<file path="src/rtl/blkin_pkg.sv">
package blkin_pkg;
   typedef enum logic [2:0] {
      ST_IDLE,
      ST_SETUP,
      ST_RD,
      ST_WR,
      ST_UPD
   } blkin_st_e;
endpackage

</file>
<file path="src/rtl/blkin_seq.sv">
module blkin_seq
   import blkin_pkg::*;
#(
   parameter int SETUP_CYC = 2,
   parameter int OVR_EXTRA = 1
) (
   input  logic clk,
   input  logic rst_n,
   input  logic start_i,
   input  logic repeat_i,
   input  logic ovr_i,
   input  logic cnt_one_i,
   output logic accept_o,
   output logic rd_o,
   output logic wr_o,
   output logic upd_o,
   output logic busy_o,
   output logic done_o
);
   localparam int SETUP_MAX = SETUP_CYC + OVR_EXTRA;
   localparam int SC_W      = $clog2(SETUP_MAX + 1);

   generate
      if (SETUP_CYC < 1) begin : g_bad_setup
         $error("blkin_seq: SETUP_CYC must be at least 1");
      end
      if (OVR_EXTRA < 0) begin : g_bad_ovr
         $error("blkin_seq: OVR_EXTRA must not be negative");
      end
   endgenerate

   blkin_st_e      st_q;
   logic [SC_W-1:0] setup_q;
   logic           rep_q;
   logic           done_q;

   assign accept_o = (st_q == ST_IDLE) && start_i;
   assign rd_o     = (st_q == ST_RD);
   assign wr_o     = (st_q == ST_WR);
   assign upd_o    = (st_q == ST_UPD);
   assign busy_o   = (st_q != ST_IDLE);
   assign done_o   = done_q;

   always_ff @(posedge clk) begin
      if (!rst_n) begin
         st_q    <= ST_IDLE;
         setup_q <= '0;
         rep_q   <= 1'b0;
         done_q  <= 1'b0;
      end else begin
         done_q <= 1'b0;
         unique case (st_q)
            ST_IDLE: begin
               if (start_i) begin
                  st_q    <= ST_SETUP;
                  rep_q   <= repeat_i;
                  setup_q <= ovr_i ? SC_W'(SETUP_MAX - 1) : SC_W'(SETUP_CYC - 1);
               end
            end
            ST_SETUP: begin
               if (setup_q == '0) st_q <= ST_RD;
               else               setup_q <= setup_q - 1'b1;
            end
            ST_RD:  st_q <= ST_WR;
            ST_WR:  st_q <= ST_UPD;
            ST_UPD: begin
               if (rep_q && !cnt_one_i) begin
                  st_q <= ST_RD;
               end else begin
                  st_q   <= ST_IDLE;
                  done_q <= 1'b1;
               end
            end
            default: st_q <= ST_IDLE;
         endcase
      end
   end


   strobe_excl_chk: assert property (@(posedge clk) disable iff (!rst_n)
      $onehot0({rd_o, wr_o, upd_o}));

   rd_then_wr_chk: assert property (@(posedge clk) disable iff (!rst_n)
      rd_o |=> wr_o);

   wr_then_upd_chk: assert property (@(posedge clk) disable iff (!rst_n)
      wr_o |=> upd_o);

   done_after_busy_chk: assert property (@(posedge clk) disable iff (!rst_n)
      $fell(busy_o) |-> done_o);

   done_idle_chk: assert property (@(posedge clk) disable iff (!rst_n)
      done_o |-> !busy_o);
endmodule

</file>
<file path="src/rtl/blkin_cnt.sv">
module blkin_cnt #(
   parameter int CNT_W  = 8,
   parameter int PORT_W = 8,
   parameter int DATA_W = 8
) (
   input  logic              clk,
   input  logic              rst_n,
   input  logic              load_i,
   input  logic              cap_i,
   input  logic              upd_i,
   input  logic [CNT_W-1:0]  cnt_i,
   input  logic [PORT_W-1:0] port_i,
   input  logic [DATA_W-1:0] data_i,
   output logic [CNT_W-1:0]  cnt_o,
   output logic [PORT_W-1:0] port_o,
   output logic [DATA_W-1:0] data_o,
   output logic              z_o,
   output logic              n_o,
   output logic              cnt_one_o
);
   localparam logic [CNT_W-1:0] CNT_ONE = CNT_W'(1);

   generate
      if (CNT_W < 1 || PORT_W < 1 || DATA_W < 1) begin : g_bad_w
         $error("blkin_cnt: widths must be positive");
      end
   endgenerate

   logic [CNT_W-1:0]  cnt_q;
   logic [PORT_W-1:0] port_q;
   logic [DATA_W-1:0] data_q;
   logic              z_q, n_q;

   assign cnt_one_o = (cnt_q == CNT_ONE);

   always_ff @(posedge clk) begin
      if (!rst_n) begin
         cnt_q  <= '0;
         port_q <= '0;
         data_q <= '0;
         z_q    <= 1'b0;
         n_q    <= 1'b0;
      end else if (load_i) begin
         cnt_q  <= cnt_i;
         port_q <= port_i;
      end else begin
         if (cap_i) data_q <= data_i;
         if (upd_i) begin
            cnt_q  <= cnt_q - 1'b1;
            port_q <= port_q + 1'b1;
            z_q    <= (cnt_q == CNT_ONE);
            n_q    <= data_q[DATA_W-1];
         end
      end
   end

   assign cnt_o  = cnt_q;
   assign port_o = port_q;
   assign data_o = data_q;
   assign z_o    = z_q;
   assign n_o    = n_q;


   cnt_step_chk: assert property (@(posedge clk) disable iff (!rst_n)
      upd_i |=> (cnt_o == $past(cnt_o) - 1'b1) && (port_o == $past(port_o) + 1'b1));

   z_flag_chk: assert property (@(posedge clk) disable iff (!rst_n)
      upd_i |=> (z_o == ($past(cnt_o) == CNT_ONE)));

   n_flag_chk: assert property (@(posedge clk) disable iff (!rst_n)
      upd_i |=> (n_o == $past(data_o[DATA_W-1])));

   data_hold_chk: assert property (@(posedge clk) disable iff (!rst_n)
      !cap_i && !load_i |=> $stable(data_o));
endmodule

</file>
<file path="src/rtl/blkin_ptr.sv">
module blkin_ptr #(
   parameter int ADDR_W  = 24,
   parameter int SHORT_W = 16
) (
   input  logic                      clk,
   input  logic                      rst_n,
   input  logic                      load_i,
   input  logic                      upd_i,
   input  logic                      wide_i,
   input  logic [ADDR_W-1:0]         ptr_i,
   input  logic [ADDR_W-SHORT_W-1:0] base_i,
   output logic [ADDR_W-1:0]         ptr_o,
   output logic [ADDR_W-1:0]         mem_addr_o
);
   localparam int HI_W = ADDR_W - SHORT_W;

   generate
      if (HI_W < 1) begin : g_bad_w
         $error("blkin_ptr: ADDR_W must exceed SHORT_W");
      end
   endgenerate

   logic [SHORT_W-1:0] lo_q;
   logic [HI_W-1:0]    hi_q;
   logic [HI_W-1:0]    base_q;
   logic               wide_q;
   logic               lo_wrap;

   assign lo_wrap = &lo_q;

   always_ff @(posedge clk) begin
      if (!rst_n) begin
         lo_q   <= '0;
         base_q <= '0;
         wide_q <= 1'b1;
      end else if (load_i) begin
         lo_q   <= ptr_i[SHORT_W-1:0];
         base_q <= base_i;
         wide_q <= wide_i;
      end else if (upd_i) begin
         lo_q   <= lo_q + 1'b1;
      end
   end

   generate
      if (HI_W > 0) begin : g_hi
         always_ff @(posedge clk) begin
            if (!rst_n)                       hi_q <= '0;
            else if (load_i)                  hi_q <= ptr_i[ADDR_W-1:SHORT_W];
            else if (upd_i && wide_q && lo_wrap) hi_q <= hi_q + 1'b1;
         end
      end
   endgenerate

   assign ptr_o      = {hi_q, lo_q};
   assign mem_addr_o = wide_q ? {hi_q, lo_q} : {base_q, lo_q};


   wide_step_chk: assert property (@(posedge clk) disable iff (!rst_n)
      upd_i && wide_q |=> ptr_o == $past(ptr_o) + 1'b1);

   short_hi_chk: assert property (@(posedge clk) disable iff (!rst_n)
      upd_i && !wide_q |=> $stable(ptr_o[ADDR_W-1:SHORT_W]));

   short_lo_chk: assert property (@(posedge clk) disable iff (!rst_n)
      upd_i && !wide_q |=> ptr_o[SHORT_W-1:0] == $past(ptr_o[SHORT_W-1:0]) + 1'b1);
endmodule

</file>
<file path="src/rtl/blkin_engine.sv">
module blkin_engine #(
   parameter int CNT_W     = 8,
   parameter int PORT_W    = 8,
   parameter int DATA_W    = 8,
   parameter int ADDR_W    = 24,
   parameter int SHORT_W   = 16,
   parameter int IO_ADDR_W = 16,
   parameter int SETUP_CYC = 2,
   parameter int OVR_EXTRA = 1
) (
   input  logic                      clk,
   input  logic                      rst_n,
   input  logic                      start_i,
   input  logic                      repeat_i,
   input  logic                      ovr_i,
   input  logic                      wide_i,
   input  logic [CNT_W-1:0]          cnt_i,
   input  logic [PORT_W-1:0]         port_i,
   input  logic [ADDR_W-1:0]         ptr_i,
   input  logic [ADDR_W-SHORT_W-1:0] base_i,
   output logic                      io_rd_o,
   output logic [IO_ADDR_W-1:0]      io_addr_o,
   input  logic [DATA_W-1:0]         io_data_i,
   output logic                      mem_wr_o,
   output logic [ADDR_W-1:0]         mem_addr_o,
   output logic [DATA_W-1:0]         mem_data_o,
   output logic [CNT_W-1:0]          cnt_o,
   output logic [PORT_W-1:0]         port_o,
   output logic [ADDR_W-1:0]         ptr_o,
   output logic                      z_o,
   output logic                      n_o,
   output logic                      busy_o,
   output logic                      done_o
);
   localparam int PAD_W = IO_ADDR_W - PORT_W;

   generate
      if (PAD_W < 1) begin : g_bad_io
         $error("blkin_engine: IO_ADDR_W must exceed PORT_W");
      end
   endgenerate

   logic accept, upd, cnt_one;

   blkin_seq #(.SETUP_CYC(SETUP_CYC), .OVR_EXTRA(OVR_EXTRA)) u_seq (
      .clk(clk), .rst_n(rst_n), .start_i(start_i), .repeat_i(repeat_i),
      .ovr_i(ovr_i), .cnt_one_i(cnt_one), .accept_o(accept), .rd_o(io_rd_o),
      .wr_o(mem_wr_o), .upd_o(upd), .busy_o(busy_o), .done_o(done_o)
   );

   blkin_cnt #(.CNT_W(CNT_W), .PORT_W(PORT_W), .DATA_W(DATA_W)) u_cnt (
      .clk(clk), .rst_n(rst_n), .load_i(accept), .cap_i(io_rd_o), .upd_i(upd),
      .cnt_i(cnt_i), .port_i(port_i), .data_i(io_data_i), .cnt_o(cnt_o),
      .port_o(port_o), .data_o(mem_data_o), .z_o(z_o), .n_o(n_o),
      .cnt_one_o(cnt_one)
   );

   blkin_ptr #(.ADDR_W(ADDR_W), .SHORT_W(SHORT_W)) u_ptr (
      .clk(clk), .rst_n(rst_n), .load_i(accept), .upd_i(upd), .wide_i(wide_i),
      .ptr_i(ptr_i), .base_i(base_i), .ptr_o(ptr_o), .mem_addr_o(mem_addr_o)
   );

   assign io_addr_o = {{PAD_W{1'b0}}, port_o};


   io_hi_zero_chk: assert property (@(posedge clk) disable iff (!rst_n)
      io_rd_o |-> io_addr_o[IO_ADDR_W-1:PORT_W] == '0);

   wr_stable_chk: assert property (@(posedge clk) disable iff (!rst_n)
      mem_wr_o |=> $stable(mem_addr_o));
endmodule

</file>
<file path="config.mk">
export PLATFORM = sky130hd
export DESIGN_NAME = blkin_engine
export DESIGN_NICKNAME = d
export VERILOG_FILES = /design/src/rtl/blkin_pkg.sv /design/src/rtl/blkin_seq.sv /design/src/rtl/blkin_cnt.sv /design/src/rtl/blkin_ptr.sv /design/src/rtl/blkin_engine.sv
export SDC_FILE = /design/constraint.sdc
export NUM_CORES = 1
export LEC_CHECK = 0
export BUFFER_PORTS_ARGS = -buffer_cell sky130_fd_sc_hd__buf_2
export CORE_ASPECT_RATIO = 0.6
export CORE_MARGIN = 1.5
export CORE_UTILIZATION = 47
export DETAILED_ROUTE_END_ITERATION = 6
export PLACE_DENSITY = 0.88
export SLEW_MARGIN = 20
export SYNTH_ARGS = -nofsm -noshare
export SYNTH_HDL_FRONTEND = slang
export SYNTH_SLANG_ARGS = --single-unit
</file>
<file path="constraint.sdc">
create_clock -name clk -period 2.4 [get_ports clk]
set_input_delay 0.12 -clock clk [delete_from_list [all_inputs] [get_ports clk]]
set_output_delay 0.12 -clock clk [all_outputs]
set_load 0.01 [all_outputs]
</file>
# Word level (Yosys, flattened, before mapping)
# Cells that the tools add are included.
word_totals:
  register_bits: 66
  word_cells: 63
op_classes:
  n_addsub: 5
  n_eq_ne: 8
  muxes: 18
  n_bitwise: 1
  n_reduce_logical: 18
ops:
  columns: ["operator", "count"]
  rows:
  - ["$mux 8", 6]
  - ["$mux 16", 2]
  - ["$mux 24", 1]
  - ["$add 16x1->16 const B", 1]
  - ["$add 8x1->8 const B", 2]
  - ["$reduce_and 16->1", 1]
  - ["$pmux 3 s5", 1]
  - ["$reduce_and 2->1", 5]
  - ["$eq 8x1->1 const B", 1]
  - ["$mux 2", 4]
  - ["$sub 8x1->8 const B", 1]
  - ["$eq 3x2->1 const B", 2]
  - ["$mux 3", 2]
  - ["$reduce_bool 2->1", 3]
  - ["$logic_and 1x1->1", 4]
  - ["$ne 2x2->1 const B", 2]
  - ["$pmux 2 s2", 1]
  - ["$eq 3x1->1 const B", 1]
  - ["$eq 3x3->1 const B", 1]
  - ["$logic_not 3->1", 1]
  - ["$reduce_and 3->1", 1]
  - ["$reduce_bool 3->1", 1]
  - ["$logic_not 2->1", 1]
  - ["$ne 2x1->1 const B", 1]
  - ["4 further kinds", 4]

# Logic depth before layout (Yosys ltp)
depth:
  depth_word: 5
  mapped_depth: 7

# Cells and area by module
# Synthesis repeated with hierarchy kept, for this count alone.
unflattened:
  hier_cells: 428
  hier_area_um2: 3729.8
modules_own_cells:
  columns: ["module", "instances", "cells_each", "area_each_um2", "seq_area_each_um2"]
  rows:
  - ["blkin_ptr", 1, 216, 1879.3, 660.6]
  - ["blkin_cnt", 1, 146, 1302.5, 520.5]
  - ["blkin_seq", 1, 49, 424.2, 140.1]
  - ["blkin_engine", 1, 17, 123.9, 0.0]

# Worst setup path after synthesis
# Ideal clock, no wire load.
synth_timing:
  kind: "register -> register"
  start: "register u_seq.st_q[0]"
  end: "register u_ptr.lo_q[13]"
  setup_time_ns: 0.074
  arrival_ns: 1.970
  required_ns: 2.326
  setup_slack_ns: 0.356
  stages_incl_launch_ff: 7
  n_path_buf: 2
  cell_sequence: "dfxtp_1 > or3b_1 > buf_2 > or4_1 > clkbuf_2 > or3_1 > a31oi_1"
synth_via:
  elab_chain_len: 3
synth_lines:
  columns: ["item", "line_no", "rtl"]
  rows:
  - ["start: declaration", "blkin_seq.sv:32", "blkin_st_e st_q;"]
  - ["start signal: assignment", "blkin_seq.sv:46", "st_q <= ST_IDLE;"]
  - ["start signal: assignment", "blkin_seq.sv:55", "st_q <= ST_SETUP;"]
  - ["start signal: assignment", "blkin_seq.sv:61", "if (setup_q == '0) st_q <= ST_RD;"]
  - ["$logic_not 3->1", "blkin_seq.sv:37", "assign accept_o = (st_q == ST_IDLE) && start_i;"]
  - ["$logic_and 1x1->1", "blkin_seq.sv:37", null]
  - ["$mux 16 or $reduce_bool 2->1 (tied branches)", null, null]
  - ["end signal: assignment", "blkin_ptr.sv:37", "lo_q <= ptr_i[SHORT_W-1:0];"]
  - ["end signal: assignment", "blkin_ptr.sv:41", "lo_q <= lo_q + 1'b1;"]
  - ["end: declaration", "blkin_ptr.sv:23", "logic [SHORT_W-1:0] lo_q;"]
# Parallel ways exist; a longest one is shown, timed or not.
# A chain may end at the register's enable or synchronous reset.

# Final worst setup path
# Same ends and word-level chain as after synthesis.

==> flow_summary.toml <==
[grt]
grt.total_usage_pct = 25.4
antenna_found_initial = 1
grt_overflow = 0
grt_pass1_vias = 3196
grt_pass1_wl_um = 15900
grt_max_degree = 51

[yosys]
syn_avg_cell_area_um2 = 8.09
syn_inst = 431
ys_seq_area_share_pct = 37.9
ys_ff_latch = 66
yosysUniqueCellTypes = 46
synth.cell_area_um2 = 3490
ys_warn_count = 0

[finish]
final_nets = 621
layout-drive-gt1-share_pct = 34.6
insertedDiodeCount = 0
fin_cells = 649
synthToLayoutAreaGrowth_pct = 29.4
design_area_um2 = 4510

[setup_path]
cp.arrival_ps = 2460
crit_chain = "or3b_1 > buf_4 > or4_1 > or3_1 > a31oi_1"
cp-start-kind = "flop"
worst_path_largest_cell_delay_ps = 660
cp.required_ps = 2660
crit_path_end_kind = "flop"
cp_max_fo = 19
path_class = "reg -> reg"
cp_slowest_cell = "or4_1"

[route]
routed_via_density = 5.64
drt_iter0_drc = 365
drtAntennaViolNets = 0
drc = 0
firstDrtPassIters = 5
wire_per_inst_um = 15.9
route.vias.total = 3658
routed_wl_um = 10300

[timing]
rsz0062_at_grt = "no"
timing.fmax_ghz = 0.454
finalSetupViolations = 0
report.final.hold_viol_count = 0
fin_crit_sh_pct = 91.8
slew_viol_final = 0
fin_skew_ps = 5.43
slew_headroom_pct = 54.3
tns_ps = 0
worstMarginPinSlew_ps = 676
hold_ws_ps = 28.6
finalCriticalPeriod_ps = 2200

[floorplan]
start_util_pct = 48.4
dieArea_um2 = 7960
io_pins = 156
rows = 24
die_w_um = 114
coreArea_um2 = 7210
fp.dieH_um = 69.7

[clock_network]
postCtsSetupRepairBufs = 0
h-tree-depth = 3
cts_tree = "yes"
clockBufferDepth = 2
clk-insertion-delay-late_ps = 330
clk_pin_slew_ps = 60
clock_sinks = 66
numCtsBuffers = 9
cts_root_buf = "clkbuf_16"

[placement]
place_area_um2 = 4140
dpl.cell_count = 632
port_buffers = 147
gp_congestion = 0.861
dp_hpwl_um = 7180

[status]
status = "finished clean"

[power]
vdd_drop_max_uv = 505
power.density_nw_per_um2 = 814
power.total_mw = 3.67
p_leak_nw = 2.00

[hold_path]
hp-class = "in -> reg"

[job]
cap_violations = 0
[repair_timing]
item	CTS	global route
setup endpoints to repair	0	2
gates resized for setup	0	1
hold buffers	1	0
hold endpoints to repair	1	0
[cells in the mapped netlist (all sizes together)]
cell / n / area (um2)
dfxtp: 66 / 1320
nand2: 42 / 158
o21ai: 38 / 190
buf: 35 / 254
a21oi: 31 / 155
nor2: 31 / 116
clkbuf: 26 / 98.8
nand4: 11 / 68.8
or3: 11 / 68.8
nor3: 10 / 50.1
inv: 9 / 33.8
mux2i: 9 / 90.1
nand3: 9 / 45.0
nor4: 9 / 56.3
a31oi: 8 / 50.1
mux2: 8 / 90.1
xor2: 8 / 70.1
a211oi: 7 / 52.6
ha: 6 / 75.1
nor3b: 6 / 45.0
xnor2: 6 / 52.6
and2: 5 / 31.3
a221oi: 4 / 35.0
and3: 4 / 25.0
o31ai: 4 / 30.0
and4: 3 / 26.3
nor4b: 3 / 26.3
or4: 3 / 22.5
a22oi: 2 / 15.0
a32oi: 2 / 17.5
nand4b: 2 / 17.5
o22ai: 2 / 12.5
or3b: 2 / 17.5
a311oi: 1 / 8.76
clkinv: 1 / 3.75
conb: 1 / 3.75
o2111ai: 1 / 8.76
o211ai: 1 / 7.51
o221ai: 1 / 8.76
o311a: 1 / 10.0
or2: 1 / 6.26
or4b: 1 / 10.0
[critical path, delay by kind of cell (launching register included)]
family | cells | cell delay (ps)
AND/OR/NAND/NOR | 3 | 1450
flip-flops | 1 | 300
AO/OA/AOI/OAI | 1 | 170
buffers and inverters | 1 | 220
[report_power, final]
group | total, mW | internal (mW) | switching [mW]
clock | 1.54 | 1.04 | 0.493
sequential | 1.34 | 1.21 | 0.129
combinational | 0.792 | 0.341 | 0.451
[state kept, by name (all words and copies together) (netlist names), 2 cells and up]
signal / count
u_cnt.cnt_o: 8
u_cnt.data_o: 8
u_cnt.port_o: 8
u_ptr.base_q: 8
u_ptr.hi_q: 8
u_ptr.lo_q: 16
u_seq.setup_q: 2
u_seq.st_q: 3
[cell type report]
class / instances / area, um2
clock buffer: 10 / 239
clock inverter: 6 / 114
fill: 658 / 2700
inverter: 10 / 37.5
multi-input combinational: 301 / 1810
sequential: 66 / 1320
tap: 91 / 114
timing repair buffer: 165 / 873
[cell families after synthesis]
kind of cell	share of synthesized area, %
flip-flops	37.9
other	0.108
AO/OA/AOI/OAI	17.3
AND/OR/NAND/NOR	22.7
buffers and inverters	11.2
adder cells (fa/ha/maj)	2.15
multiplexers	5.17
XOR/XNOR	3.52
[layer usage]
layer | up-vias | wire (um) | GRT usage [%]
li1 | 1757 | - | -
met1 | 1706 | 4700 | 34.0
met2 | 175 | 4620 | 39.5
met3 | 18 | 848 | 8.04
met4 | 2 | 133 | 6.94
met5 | - | 10 | 0
[metrics by stage]
stage          setup slack (ps)  util [%]
3_5_place_dp                112      57.5
3_3_place_gp                200      57.5
4_1_cts                    98.9      62.5
6_report                    198      62.6
5_1_grt                    70.2      62.6
2_1_floorplan               356         -
[final timing paths]
path                      start        endpoint  slack (ps)  cells after the start
setup / recovery  u_seq.st_q[0]  u_ptr.lo_q[13]         200                      5
hold / removal         repeat_i     u_seq.rep_q          30                      3
setup reg to reg  u_seq.st_q[0]  u_ptr.lo_q[13]         200                      5
hold reg to reg     u_seq.rep_q     u_seq.rep_q         460                      2
[layout by cell type (no fill, tap or decap), types with 3 or more instances in the layout]
cell / n
buf_2: 147
dfxtp_1: 66
nand2_1: 42
o21ai_0: 38
a21oi_1: 31
nor2_1: 31
buf_4: 17
or3_1: 11
nand4_1: 11
nor3_1: 10
inv_1: 9
nand3_1: 9
mux2i_1: 9
nor4_1: 9
clkbuf_16: 9
mux2_2: 8
xor2_1: 8
a31oi_1: 8
conb_1: 8
a211oi_1: 7
nor3b_1: 6
xnor2_1: 6
ha_1: 6
and2_1: 5
a221oi_1: 4
and3_1: 4
o31ai_1: 4
and4_1: 3
bufinv_16: 3
(Power assumes the default switching activity.)
